File: src/rtl/vpw_tx_pkg.sv
package vpw_tx_pkg;

    typedef enum logic [2:0] {
        ST_IDLE,
        ST_WAIT,
        ST_SOF,
        ST_BITS,
        ST_EOD,
        ST_LOST,
        ST_DONE
    } tx_state_e;

    typedef enum logic [1:0] {
        SYM_SOF,
        SYM_BIT,
        SYM_EOD
    } sym_kind_e;

endpackage

File: src/rtl/vpw_bus_sense.sv
// Synchronises the received bus level and counts consecutive passive ticks.
module vpw_bus_sense #(
    parameter int SYNC_STAGES = 2,
    parameter int IDLE_T      = 300,
    parameter int CNT_W       = 9
) (
    input  logic clk,
    input  logic rst_n,
    input  logic tick,
    input  logic rx_in,
    output logic rx_act,
    output logic bus_idle
);
    localparam logic [CNT_W-1:0] IDLE_C = CNT_W'(IDLE_T);

    logic [SYNC_STAGES-1:0] sync_q;
    logic [CNT_W-1:0]       quiet_q;

    always_ff @(posedge clk or negedge rst_n) begin
        if (!rst_n) begin
            sync_q <= '0;
        end else begin
            sync_q <= {sync_q[SYNC_STAGES-2:0], rx_in};
        end
    end

    assign rx_act = sync_q[SYNC_STAGES-1];

    always_ff @(posedge clk or negedge rst_n) begin
        if (!rst_n) begin
            quiet_q <= '0;
        end else if (rx_act) begin
            quiet_q <= '0;
        end else if (tick && (quiet_q != IDLE_C)) begin
            quiet_q <= quiet_q + 1'b1;
        end
    end

    assign bus_idle = (quiet_q == IDLE_C);

endmodule

File: src/rtl/vpw_sym_len.sv
// Picks the length in ticks of the symbol now on the bus.
module vpw_sym_len
    import vpw_tx_pkg::*;
#(
    parameter int SHORT_T = 64,
    parameter int LONG_T  = 128,
    parameter int SOF_T   = 200,
    parameter int EOD_T   = 200,
    parameter int CNT_W   = 9
) (
    input  sym_kind_e        kind,
    input  logic             act_lvl,
    input  logic             bit_val,
    output logic [CNT_W-1:0] len
);
    localparam logic [CNT_W-1:0] SHORT_C = CNT_W'(SHORT_T);
    localparam logic [CNT_W-1:0] LONG_C  = CNT_W'(LONG_T);
    localparam logic [CNT_W-1:0] SOF_C   = CNT_W'(SOF_T);
    localparam logic [CNT_W-1:0] EOD_C   = CNT_W'(EOD_T);

    always_comb begin
        unique case (kind)
            SYM_SOF: len = SOF_C;
            SYM_EOD: len = EOD_C;
            default: len = (act_lvl ^ bit_val) ? LONG_C : SHORT_C;
        endcase
    end

endmodule

File: src/rtl/vpw_sym_timer.sv
// Counts ticks within a symbol and flags the tick that ends it.
module vpw_sym_timer #(
    parameter int CNT_W = 9
) (
    input  logic             clk,
    input  logic             rst_n,
    input  logic             tick,
    input  logic             hold,
    input  logic [CNT_W-1:0] len,
    output logic             sym_end,
    output logic [CNT_W-1:0] elapsed
);
    logic at_last;

    assign at_last = (elapsed == (len - 1'b1));
    assign sym_end = !hold && tick && at_last;

    always_ff @(posedge clk or negedge rst_n) begin
        if (!rst_n) begin
            elapsed <= '0;
        end else if (hold || sym_end) begin
            elapsed <= '0;
        end else if (tick) begin
            elapsed <= elapsed + 1'b1;
        end
    end

endmodule

File: src/rtl/vpw_arb_tx.sv
module vpw_arb_tx
    import vpw_tx_pkg::*;
#(
    parameter int SHORT_T     = 64,
    parameter int LONG_T      = 128,
    parameter int SOF_T       = 200,
    parameter int EOD_T       = 200,
    parameter int IDLE_T      = 300,
    parameter int TOL_T       = 8,
    parameter int MAX_BYTES   = 12,
    parameter int SYNC_STAGES = 2,
    localparam int MAX_A      = (SOF_T > EOD_T) ? SOF_T : EOD_T,
    localparam int MAX_B      = (LONG_T > IDLE_T) ? LONG_T : IDLE_T,
    localparam int MAX_T      = (MAX_A > MAX_B) ? MAX_A : MAX_B,
    localparam int CNT_W      = $clog2(MAX_T + 1),
    localparam int IDX_W      = $clog2(MAX_BYTES),
    localparam int LEN_W      = $clog2(MAX_BYTES + 1)
) (
    input  logic             clk,
    input  logic             rst_n,
    input  logic             tick_en,
    input  logic             send_req,
    input  logic [LEN_W-1:0] frame_len,
    output logic [IDX_W-1:0] byte_idx,
    input  logic [7:0]       byte_data,
    input  logic             bus_rx,
    output logic             bus_tx,
    output logic             busy,
    output logic             done,
    output logic             arb_lost
);
    localparam logic [CNT_W-1:0] TOL_C = CNT_W'(TOL_T);

    tx_state_e        state, nxt;
    logic [2:0]       bit_pos;
    logic [IDX_W-1:0] idx_q;
    logic             sym_act;

    logic             rx_act;
    logic             bus_idle;
    logic             sym_end;
    logic [CNT_W-1:0] elapsed;
    logic [CNT_W-1:0] sym_len;
    logic             timer_hold;
    sym_kind_e        kind;
    logic             cur_bit;
    logic             last_bit;
    logic             own_passive;
    logic             lose;
    logic [LEN_W-1:0] last_idx;

    vpw_bus_sense #(
        .SYNC_STAGES (SYNC_STAGES),
        .IDLE_T      (IDLE_T),
        .CNT_W       (CNT_W)
    ) u_sense (
        .clk      (clk),
        .rst_n    (rst_n),
        .tick     (tick_en),
        .rx_in    (bus_rx),
        .rx_act   (rx_act),
        .bus_idle (bus_idle)
    );

    vpw_sym_len #(
        .SHORT_T (SHORT_T),
        .LONG_T  (LONG_T),
        .SOF_T   (SOF_T),
        .EOD_T   (EOD_T),
        .CNT_W   (CNT_W)
    ) u_len (
        .kind    (kind),
        .act_lvl (sym_act),
        .bit_val (cur_bit),
        .len     (sym_len)
    );

    vpw_sym_timer #(
        .CNT_W (CNT_W)
    ) u_timer (
        .clk     (clk),
        .rst_n   (rst_n),
        .tick    (tick_en),
        .hold    (timer_hold),
        .len     (sym_len),
        .sym_end (sym_end),
        .elapsed (elapsed)
    );

    // Symbol selection and the arbitration decision
    assign cur_bit     = byte_data[3'd7 - bit_pos];
    assign last_idx    = frame_len - 1'b1;
    assign last_bit    = (bit_pos == 3'd7) && (LEN_W'(idx_q) == last_idx);
    assign own_passive = ((state == ST_BITS) && !sym_act) || (state == ST_EOD);
    assign lose        = own_passive && rx_act && (elapsed >= TOL_C);
    assign timer_hold  = !((state == ST_SOF) || (state == ST_BITS) || (state == ST_EOD));

    always_comb begin
        unique case (state)
            ST_BITS: kind = SYM_BIT;
            ST_EOD:  kind = SYM_EOD;
            default: kind = SYM_SOF;
        endcase
    end

    // Next-state logic
    always_comb begin
        nxt = state;
        unique case (state)
            ST_IDLE: if (send_req) nxt = ST_WAIT;
            ST_WAIT: begin
                if (!send_req)                nxt = ST_IDLE;
                else if (tick_en && bus_idle) nxt = ST_SOF;
            end
            ST_SOF:  if (sym_end) nxt = ST_BITS;
            ST_BITS: begin
                if (lose)                     nxt = ST_LOST;
                else if (sym_end && last_bit) nxt = ST_EOD;
            end
            ST_EOD: begin
                if (lose)         nxt = ST_LOST;
                else if (sym_end) nxt = ST_DONE;
            end
            ST_LOST: nxt = ST_WAIT;
            ST_DONE: nxt = ST_IDLE;
            default: nxt = ST_IDLE;
        endcase
    end

    // State register with the bit and byte position that belong to it
    always_ff @(posedge clk or negedge rst_n) begin
        if (!rst_n) begin
            state   <= ST_IDLE;
            bit_pos <= '0;
            idx_q   <= '0;
            sym_act <= 1'b0;
        end else begin
            state <= nxt;
            if ((state == ST_IDLE) || (state == ST_LOST) || (nxt == ST_SOF)) begin
                bit_pos <= '0;
                idx_q   <= '0;
                sym_act <= 1'b0;
            end else if ((state == ST_BITS) && sym_end && !lose && !last_bit) begin
                bit_pos <= bit_pos + 1'b1;
                sym_act <= !sym_act;
                if (bit_pos == 3'd7) begin
                    idx_q <= idx_q + 1'b1;
                end
            end
        end
    end

    // Outputs
    always_comb begin
        bus_tx   = (state == ST_SOF) || ((state == ST_BITS) && sym_act);
        busy     = (state != ST_IDLE);
        done     = (state == ST_DONE);
        arb_lost = (state == ST_LOST);
        byte_idx = idx_q;
    end

endmodule

File: config.mk
export PLATFORM = sky130hd
export DESIGN_NAME = vpw_arb_tx
export DESIGN_NICKNAME = d
export VERILOG_FILES = /design/src/rtl/vpw_tx_pkg.sv /design/src/rtl/vpw_bus_sense.sv /design/src/rtl/vpw_sym_len.sv /design/src/rtl/vpw_sym_timer.sv /design/src/rtl/vpw_arb_tx.sv
export SDC_FILE = /design/constraint.sdc
export NUM_CORES = 1
export LEC_CHECK = 0
export ABC_AREA = 1
export BUFFER_PORTS_ARGS = -buffer_cell sky130_fd_sc_hd__buf_4
export CAP_MARGIN = 30
export CORE_MARGIN = 2
export CORE_UTILIZATION = 30
export CTS_CLUSTER_SIZE = 14
export DETAILED_ROUTE_END_ITERATION = 6
export HOLD_SLACK_MARGIN = 0.1
export PLACE_DENSITY = 0.5
export SYNTH_ARGS = -nofsm -noshare
export SYNTH_HDL_FRONTEND = slang
export SYNTH_SLANG_ARGS = --single-unit
export TNS_END_PERCENT = 30
File: constraint.sdc
create_clock -name clk -period 2.3 [get_ports clk]
set_input_delay 0 -clock clk [delete_from_list [all_inputs] [get_ports clk]]
set_output_delay 0 -clock clk [all_outputs]
set_load 0.01 [all_outputs]
==> key figures, run 1 <==
GRT
  • Initial antenna violation count: 0
  • Maximum number of pins on one net before global-route repair: 32
  • Grt total ovfl: 0
  • Total track usage: 12.47%
  • First-pass GRT wire length: 7314 um
  • Number of global-route vias before repair: 1677

Timing
  • Final Hold Viols: 0
  • Min Tclk post-route: 2.014 ns
  • Fin Hold WS: 0.1259 ns
  • Final period util: 87.55%
  • F_max: 0.4966 GHz
  • # setup viols final: 0
  • Final worst slack: 0.2863 ns
  • Skew final: 0.004262 ns
  • RSZ-0062 raised after global routing: false
  • Slew headroom: 73.46%
  • Max-slew violation count: 0
  • Setup TNS Final: 0 ns
  • Worst-Margin Slew: 0.3950 ns

Placement
  • Port bufs: 24
  • Pre-CTS setup slack: 0.1056 ns
  • Half-perimeter wire length after placement: 3150 um
  • Gp weighted congestion: 0.8105

Synth
  • Post-synth ARST share: 100.0%
  • Post-Synthesis Net Count: 294
  • Synth warn: 0
  • EDFF count, synth: 0
  • Synth Cell Area: 0.001989 mm^2
  • Syn Area/Cell: 7.396 um^2
  • Synth Flop Type: dfrtp_1
  • Sequential fraction of the synthesis area: 38.99%
  • Synth unique cells: 28
  • Seq cells post-synth: 31
  • Cells after Synth: 269

Worst setup path
  • Cell mode on critical path: nor2_1
  • Worst Path Max Fanout: 6
  • R2R Path End: byte_idx[3]
  • Crit path from: state[0]
  • Reg2Reg Setup Slack: 0.29 ns
  • WP buf/inv: 1
  • CP arrival: 2.19 ns
  • CP Data Required Time: 2.48 ns
  • Crit end category: register
  • Max incr delay on CP: 0.45 ns
  • Slowest CP cell: dfrtp_1
  • CP cell instances: nor2_1, inv_1, nor2_2, nor2_1, nor3_4, nand2_2, nor2_4, nand2_4, nor2_4, nand2_2, nor2_1, nand2_1, nand2_1, nor2_2
  • CP Launch Type: register
  • R2R cell count: 14
  • Crit path kind: register to register
  • FF-to-FF Start: state[0]
  • Cell family with most CP delay: simple AND/OR/NAND/NOR gates

Clock network
  • Clk buf depth: 2
  • Clock H-tree levels: 2
  • CTS clk-pin slew, worst paths: 0.07 ns
  • Clk Latency, worst-skew pair: 0.28 ns
  • CTS tree: done
  • Num CTS Buffers: 5
  • Root Driver: clkbuf_8
  • CTS sink cnt: 31

Die
  • Die width: 85.44 um
  • Core ar.: 0.006386 mm^2
  • Die ar.: 0.007299 mm^2
  • Die Height: 85.44 um
  • Initial core utilization: 31.15%
  • I/O Pins: 25
  • Cell Rows: 29

Min path
  • Start point of the worst hold path: send_req
  • Worst-case hold path end point: state[0]
  • Hold Crit Class: input port to register
  • Hold path depth: 5

Run status
  • Status: finished, final reports clean

Cells and area
  • Filler Cell Count: 661
  • Commonest non-fill, non-tap cell in the layout: inv_1
  • Ant. Diodes: 0
  • Most frequent cells in the layout: 52 x inv_1, 46 x nand2_1, 30 x dfrtp_1
  • Nets: 328
  • Ratio of cells with drive above 1 in the final layout: 17.76%
  • Area Growth Syn to Fin: 21.51%

Drt
  • DRT Pass-1 Iters: 4
  • WL/cell: 10.83 um
  • Iteration-0 DRC Markers: 79
  • DR vias/cell: 4.543
  • Total Wirelength: 4125 um
  • Vias: 1731
  • DR DRC count: 0
  • Antenna viol nets, final: 0

Power and ir drop
  • P_leak: 1.159 nW
  • Peak VDD IR: 0.0004143 V
  • P per Cell Area: 495.9 mW/mm^2

Job
  • Max-cap viol count: 0
==> synth_stat cells (2+ instances only) <==
cell type   n  area (um^2)
nor3_1     10        50.05
nor2_1     29        108.9
nand4_1     8        50.05
nand2_1    47        176.4
o21ai_0    18        90.09
nand2_2     2        12.51
nand2_4     2        22.52
inv_2       4        15.01
nand3_1    20        100.1
ha_1        8        100.1
dfrtp_1    31        775.7
xnor2_1     4        35.03
a21oi_1    14        70.07
xor2_1      4        35.03
nor2_4      2        22.52
inv_1      52        195.2
nor2_2      3        18.77
==> tightest hold or removal path: cells and delay by family <==
kind	cells	cell delay, ns
AND/OR/NAND/NOR	1	0.11
AO/OA/AOI/OAI	2	0.14
buffers and inverters	2	0.14
==> routing by layer <==
layer / up-vias / share of wire (%) / GRT usage, %
met5: - / 0 / 0
met4: 0 / 0.99 / 4.762
met3: 4 / 3.9 / 3.016
met2: 27 / 46 / 19.82
met1: 771 / 49 / 16.39
li1: 929 / - / -
==> layout make-up <==
type                       instances  area, um^2  share of cell area (%)
timing repair buffer              27       210.2                   8.696
tap                               77       96.34                   3.986
inverter                          56       210.2                   8.696
sequential                        31       777.0                   32.14
clock buffer                       5       68.82                   2.847
multi-input combinational        182        1011                   41.82
clock inverter                     3       43.79                   1.812
==> registers in the layout, summed over array words and instances (netlist names) <==
name	flops
u_timer.elapsed	9
u_sense.quiet_q	9
u_sense.sync_q	2
bit_pos	3
sym_act	1
state	3
byte_idx	4
==> cells by family after synthesis <==
group / Yosys count / synth area share, %
buffers and inverters: 56 / 10.57
adders and majority gates: 8 / 5.032
DFF: 31 / 38.99
AOI/OAI and AO/OA: 40 / 11.32
xor gates and xnor gates: 8 / 3.522
and+or+nand+nor: 126 / 30.57
==> metrics by stage <==
step / utilization (%) / total power, mW / cells / cell area (um^2)
finish: 37.85 / 1.199 / 381 / 2417
global route: 37.85 / 1.272 / 381 / 2417
CTS: 37.72 / 1.228 / 381 / 2409
detailed placement: 35.48 / 0.6696 / 370 / 2266
global placement: 35.48 / 0.6698 / 370 / 2266
floorplan: - / 0.6196 / 269 / 1989
==> report_power, final <==
group | total, mW | internal (mW) | switching [mW]
sequential | 0.561 | 0.554 | 0.00734
combinational | 0.100 | 0.0442 | 0.0562
clock | 0.537 | 0.322 | 0.215
==> how the worst max path moves through the flow <==
stage / end / slack [ns] / cells past startpoint
finish: byte_idx[3] / 0.29 / 14
global route: u_sense.quiet_q[8] / 0.008 / 13
CTS: byte_idx[2] / 0.07 / 12
detailed placement: byte_idx[2] / 0.11 / 12
global placement: byte_idx[1] / 0.19 / 12
floorplan: byte_idx[2] / 0.43 / 11
==> timing repair <==
item,CTS,global route
hold buffers,3,0
endpoints found under the hold margin,34,0
setup buffers,0,0
gates resized for setup,0,3
setup endpoints to repair,0,9
No activity file was read; power rests on OpenSTA's default activity.
==> run 2: changes to the inputs <==
CORE_UTILIZATION = 52   (was 30)
PLACE_DENSITY = 0.79   (was 0.5)
SLEW_MARGIN = 20   (was default)
clock period = 1.8 ns   (was 2.3 ns; I/O delays follow)
==> key figures, run 2 (synthesis gave the netlist of run 1 again) <==
Drt
  • DR DRC count: 0 (unchanged)
  • DRT Pass-1 Iters: 4 (unchanged)
  • WL/cell: 16.19 um (+50%)
  • Total Wirelength: 6492 um (+57%)
  • DR vias/cell: 5.546 (+22%)
  • Antenna viol nets, final: 0 (unchanged)
  • Vias: 2224 (+28%)
  • Iteration-0 DRC Markers: 163 (+110%)

Worst setup path
  • Crit path kind: register to register
  • CP arrival: 2.44 ns (+0.25 ns)
  • Worst Path Max Fanout: 8 (+2)
  • Crit end category: register
  • CP Data Required Time: 2.02 ns (-0.46 ns)
  • CP Launch Type: register

Run status
  • Status: complete, but fails checks
  • Violated checks: setup timing

Timing
  • Final Hold Viols: 0 (unchanged)
  • F_max: 0.4504 GHz (-9.3%)
  • Setup TNS Final: -5.398 ns (-5.398 ns)
  • Skew final: 0.01154 ns (+0.007281 ns)
  • Min Tclk post-route: 2.220 ns (+0.2064 ns)
  • Worst-Margin Slew: 0.4443 ns (+0.04922 ns)
  • Final period util: 123.3% (+36 points)
  • Final worst slack: -0.4201 ns (-0.7064 ns)
  • Max-slew violation count: 0 (unchanged)
  • Slew headroom: 70.16% (-3.3 points)
  • Fin Hold WS: 0.1787 ns (+0.05285 ns)
  • RSZ-0062 raised after global routing: true
  • # setup viols final: 20 (+20)

Placement
  • Gp weighted congestion: 0.9421 (+16%)
  • Cell Area, Placed: 0.002534 mm^2 (+12%)
  • Half-perimeter wire length after placement: 3525 um (+12%)
  • Port bufs: 24 (unchanged)

GRT
  • Grt total ovfl: 0 (unchanged)
  • Number of global-route vias before repair: 2080 (+24%)
  • Initial antenna violation count: 0 (unchanged)
  • Maximum number of pins on one net before global-route repair: 32 (unchanged)
  • First-pass GRT wire length: 8749 um (+20%)
  • Total track usage: 27.22% (+15 points)

Clock network
  • CTS sink cnt: 31 (unchanged)
  • Clk Latency, worst-skew pair: 0.29 ns (about the same)
  • Clk buf depth: 2 (unchanged)
  • Root Driver: clkbuf_8
  • Num CTS Buffers: 5 (unchanged)
  • Clock H-tree levels: 2 (unchanged)
  • CTS tree: done
  • CTS clk-pin slew, worst paths: 0.07 ns (about the same)

Die
  • Die Height: 65.85 um (-23%)
  • Die ar.: 0.004336 mm^2 (-41%)
  • Die width: 65.85 um (-23%)
  • Cell Rows: 22 (-24%)
  • I/O Pins: 25 (unchanged)
  • Initial core utilization: 54.34% (+23 points)
  • Core ar.: 0.003661 mm^2 (-43%)

Power and ir drop
  • Peak VDD IR: 0.0005070 V (+22%)
  • Total power: 1.411 mW (+18%)
  • P_leak: 1.428 nW (+23%)
  • P per Cell Area: 477.4 mW/mm^2 (-3.7%)

Cells and area
  • Area Growth Syn to Fin: 48.62%
  • Ratio of cells with drive above 1 in the final layout: 41.64% (+24 points)
  • Commonest non-fill, non-tap cell in the layout: buf_4
  • Ant. Diodes: 0 (unchanged)
  • Nets: 378 (+15%)
  • Filler Cell Count: 206 (-69%)
  • Most frequent cells in the layout: 67 x buf_4, 47 x inv_1, 36 x nand2_1
  • Fin area: 0.002957 mm^2 (+22%)

Job
  • Max-cap viol count: 0 (unchanged)

Min path
  • Hold Crit Class: input port to async pin
==> run 2: repair_timing <==
item                                   4_1_cts  5_1_grt
pin swaps                                   25       18
hold buffers                                 3        0
endpoints found under the hold margin       34        0
setup buffers                                9        3
resized for setup                           36       27
setup endpoints to repair                   16       23
==> run 2: area by class of cell <==
type	count	area (um^2)	area share, %
Clock buffer	7	76.32	2.581
Inverter	56	215.2	7.279
Multi-Input combinational cell	182	1216	41.13
Sequential cell	31	777.0	26.28
Tap cell	48	60.06	2.031
Timing Repair Buffer	77	611.8	20.69
==> run 2: critical path, stage by stage (launching register included) <==
cell     delay (ns)
dfrtp_2        0.44
buf_6          0.13
ha_4           0.14
ha_4           0.14
o21ai_2        0.05
a21oi_2        0.10
nand2_1        0.09
nor3_4         0.24
nand4_1        0.23
nand2_1        0.16
nand3_2        0.10
nand3_2        0.11
nand2_4        0.10
nor2_1         0.12
==> run 2: path summary, 6_finish.rpt <==
| check | endpoint | slack [ns] | startpoint | depth (start not counted) |
|---|---|---|---|---|
| setup reg to reg | bit_pos[0] | -0.42 | bit_pos[0] | 13 |
| hold reg to reg | u_sense.sync_q[1] | 0.35 | u_sense.sync_q[0] | 0 |
| max in group asynchronous | bit_pos[0] | 1.30 | rst_n | 2 |
| setup / recovery | bit_pos[0] | -0.42 | bit_pos[0] | 13 |
| hold / removal | u_timer.elapsed[2] | 0.18 | rst_n | 2 |
| min in group clk | u_sense.sync_q[1] | 0.35 | u_sense.sync_q[0] | 0 |
==> run 2: power breakdown <==
part           internal [mW]  switching, mW  leakage [nW]  total, mW
Combinational         0.0808         0.0971         0.967      0.178
Clock                  0.266          0.251        0.0383      0.517
Sequential             0.708        0.00811         0.423      0.717
Total                   1.05          0.356          1.43       1.41
==> run 2: per-layer routing <==
layer / global-route usage [%] / part of all wire, %
met1: 28.95 / 38
met2: 48.61 / 49
met3: 6.474 / 7.1
met4: 15.89 / 5.5
met5: 0 / 0
==> run 2: through the flow <==
stage,setup WS (ns),cells,util (%)
after floorplan,-0.01289,269,-
after global placement,-0.1874,379,69.21
after detailed placement,-0.2708,379,69.21
after CTS,-0.1703,398,77.31
after global routing,-0.4577,401,80.76
final,-0.4201,401,80.76
==> run 3: changes to the inputs <==
CORE_UTILIZATION = 32   (was 52)
PLACE_DENSITY = 0.54   (was 0.79)
clock period = 1.9 ns   (was 1.8 ns; I/O delays follow)
==> key figures, run 3 (synthesis gave the netlist of run 1 again) <==
Timing
  • Worst-Margin Slew: 0.4015 ns (-0.04271 ns)
  • # setup viols final: 10 (-50%)
  • F_max: 0.5039 GHz (+12%)
  • RSZ-0062 raised after global routing: true
  • Slew headroom: 73.23% (+3.1 points)
  • Skew final: 0.01026 ns (-0.001282 ns)
  • Setup TNS Final: -0.6090 ns (+4.789 ns)
  • Final Hold Viols: 0 (unchanged)
  • Min Tclk post-route: 1.985 ns (-0.2354 ns)
  • Final worst slack: -0.08471 ns (+0.3354 ns)
  • Max-slew violation count: 0 (unchanged)
  • Final period util: 104.5% (-19 points)

GRT
  • Total track usage: 13.56% (-14 points)
  • First-pass GRT wire length: 7962 um (-9.0%)
  • Number of global-route vias before repair: 1853 (-11%)
  • Initial antenna violation count: 0 (unchanged)
  • Maximum number of pins on one net before global-route repair: 32 (unchanged)
  • Grt total ovfl: 0 (unchanged)

Worst setup path
  • Reg2Reg Setup Slack: -0.08 ns (+0.34 ns)
  • R2R cell count: 17 (+4)
  • FF-to-FF Start: bit_pos[0]
  • Crit path kind: register to register
  • R2R Path End: bit_pos[1]
  • CP Launch Type: register
  • Crit end category: register
  • Worst Path Max Fanout: 8 (unchanged)
  • CP arrival: 2.15 ns (-0.29 ns)
  • CP Data Required Time: 2.06 ns (+0.04 ns)

Die
  • Initial core utilization: 33.40% (-21 points)
  • Die Height: 82.85 um (+26%)
  • I/O Pins: 25 (unchanged)
  • Cell Rows: 28 (+27%)
  • Core ar.: 0.005956 mm^2 (+63%)
  • Die ar.: 0.006863 mm^2 (+58%)
  • Die width: 82.85 um (+26%)

Clock network
  • Root Driver: clkbuf_8
  • Clock H-tree levels: 2 (unchanged)
  • CTS clk-pin slew, worst paths: 0.07 ns (about the same)
  • Clk buf depth: 2 (unchanged)
  • CTS sink cnt: 31 (unchanged)
  • Clk Latency, worst-skew pair: 0.28 ns (about the same)
  • Num CTS Buffers: 5 (unchanged)
  • CTS tree: done

Power and ir drop
  • P_leak: 1.387 nW (-2.9%)
  • Sw Pwr: 0.3410 mW (-4.3%)
  • Clock power frac: 44.7% (+8.1 points)
  • Logic pwr share: 10.2% (-2.4 points)
  • Sequential Power Share: 45.1% (-5.7 points)
  • Total power: 1.509 mW (+6.9%)
  • P per Cell Area: 524.4 mW/mm^2 (+9.9%)
  • Internal power: 1.168 mW (+11%)
  • Peak VDD IR: 0.0004241 V (-16%)
  • Switching share of power: 22.60% (-2.7 points)

Drt
  • DR vias/cell: 4.564 (-18%)
  • WL/cell: 10.99 um (-32%)
  • DR DRC count: 0 (unchanged)
  • DRT Pass-1 Iters: 4 (unchanged)
  • Antenna viol nets, final: 0 (unchanged)
  • Iteration-0 DRC Markers: 57 (-65%)
  • Vias: 1917 (-14%)
  • Total Wirelength: 4617 um (-29%)

Cells and area
  • Ant. Diodes: 0 (unchanged)
  • Ratio of cells with drive above 1 in the final layout: 37.97% (-3.7 points)
  • Area Growth Syn to Fin: 44.65%
  • Commonest non-fill, non-tap cell in the layout: buf_4
  • Most frequent cells in the layout: 64 x buf_4, 46 x inv_1, 37 x nand2_1
  • Nets: 369 (-2.4%)

Min path
  • Hold Crit Class: input port to async pin

Placement
  • Gp weighted congestion: 0.7668 (-19%)
  • Half-perimeter wire length after placement: 3380 um (-4.1%)
  • Port bufs: 24 (unchanged)

Job
  • Max-cap viol count: 0 (unchanged)

Run status
  • Violated checks: setup timing
  • Status: complete, but fails checks
## run 3: timing repair
| item | 4_1_cts | 5_1_grt |
|---|---|---|
| setup buffers | 3 | 6 |
| endpoints found under the hold margin | 34 | 0 |
| endpoints found under the setup margin | 11 | 20 |
| hold buffers | 3 | 0 |
| pin swaps | 8 | 16 |
| gates resized for setup | 14 | 36 |
## run 3: cell type report
class                           count  area (um^2)
Clock buffer                        6        82.58
Timing Repair Buffer               68        521.8
Inverter                           56        217.7
Clock inverter                      2        35.03
Multi-Input combinational cell    182         1151
Tap cell                           75        93.84
Fill cell                         599         3078
Sequential cell                    31        775.7
## run 3: how the worst max path moves through the flow
stage	from	to	slack, ns	depth (start not counted)
2_1_floorplan	bit_pos[0]	byte_idx[2]	0.03	11
3_3_place_gp	bit_pos[0]	sym_act	-0.13	15
3_5_place_dp	bit_pos[0]	bit_pos[0]	-0.17	15
4_1_cts	bit_pos[0]	bit_pos[0]	-0.08	17
5_1_grt	bit_pos[0]	byte_idx[3]	-0.23	19
6_report	bit_pos[0]	bit_pos[1]	-0.08	17
## run 3: power by group through the flow
stage | clock (mW) | combinational, mW | sequential, mW
final | 0.675 | 0.154 | 0.680
after global routing | 0.724 | 0.175 | 0.682
after CTS | 0.695 | 0.141 | 0.679
after detailed placement | 0 | 0.129 | 0.691
after global placement | 0 | 0.128 | 0.691
after floorplan | 0 | 0.0607 | 0.689
## run 3: through the flow
stage / util, % / worst slack (ns) / instances / hold slack (ns) / cell area [um^2]
after detailed placement: 42.04 / -0.1750 / 400 / -0.03387 / 2504
final: 48.32 / -0.08471 / 420 / 0.1842 / 2878
after CTS: 45.57 / -0.07773 / 414 / 0.1979 / 2714
after global placement: 42.04 / -0.1304 / 400 / -0.03363 / 2504
after global routing: 48.32 / -0.2302 / 420 / 0.2493 / 2878
after floorplan: - / 0.02760 / 269 / -0.2956 / 1989
## run 3: routing by layer
layer / vias up / share of wire [%] / global-route usage (%)
met3: 2 / 3.6 / 2.982
met5: - / 0 / 0
li1: 1012 / - / -
met1: 878 / 50 / 18.65
met2: 25 / 46 / 21.63
met4: 0 / 0.41 / 3.577
## run 3: worst max-delay path, stage by stage (launching register included)
cell     delay [ns]
dfrtp_1        0.39
buf_6          0.14
inv_6          0.06
nand2_2        0.05
nand3_2        0.06
nand3_2        0.08
nand2_1        0.07
nand2_1        0.06
nand2_2        0.09
nand2_2        0.05
nand2_2        0.08
inv_2          0.05
nor2_4         0.14
nand3_2        0.10
a21oi_2        0.16
nand3_2        0.10
nand2_4        0.14
nor2_1         0.05
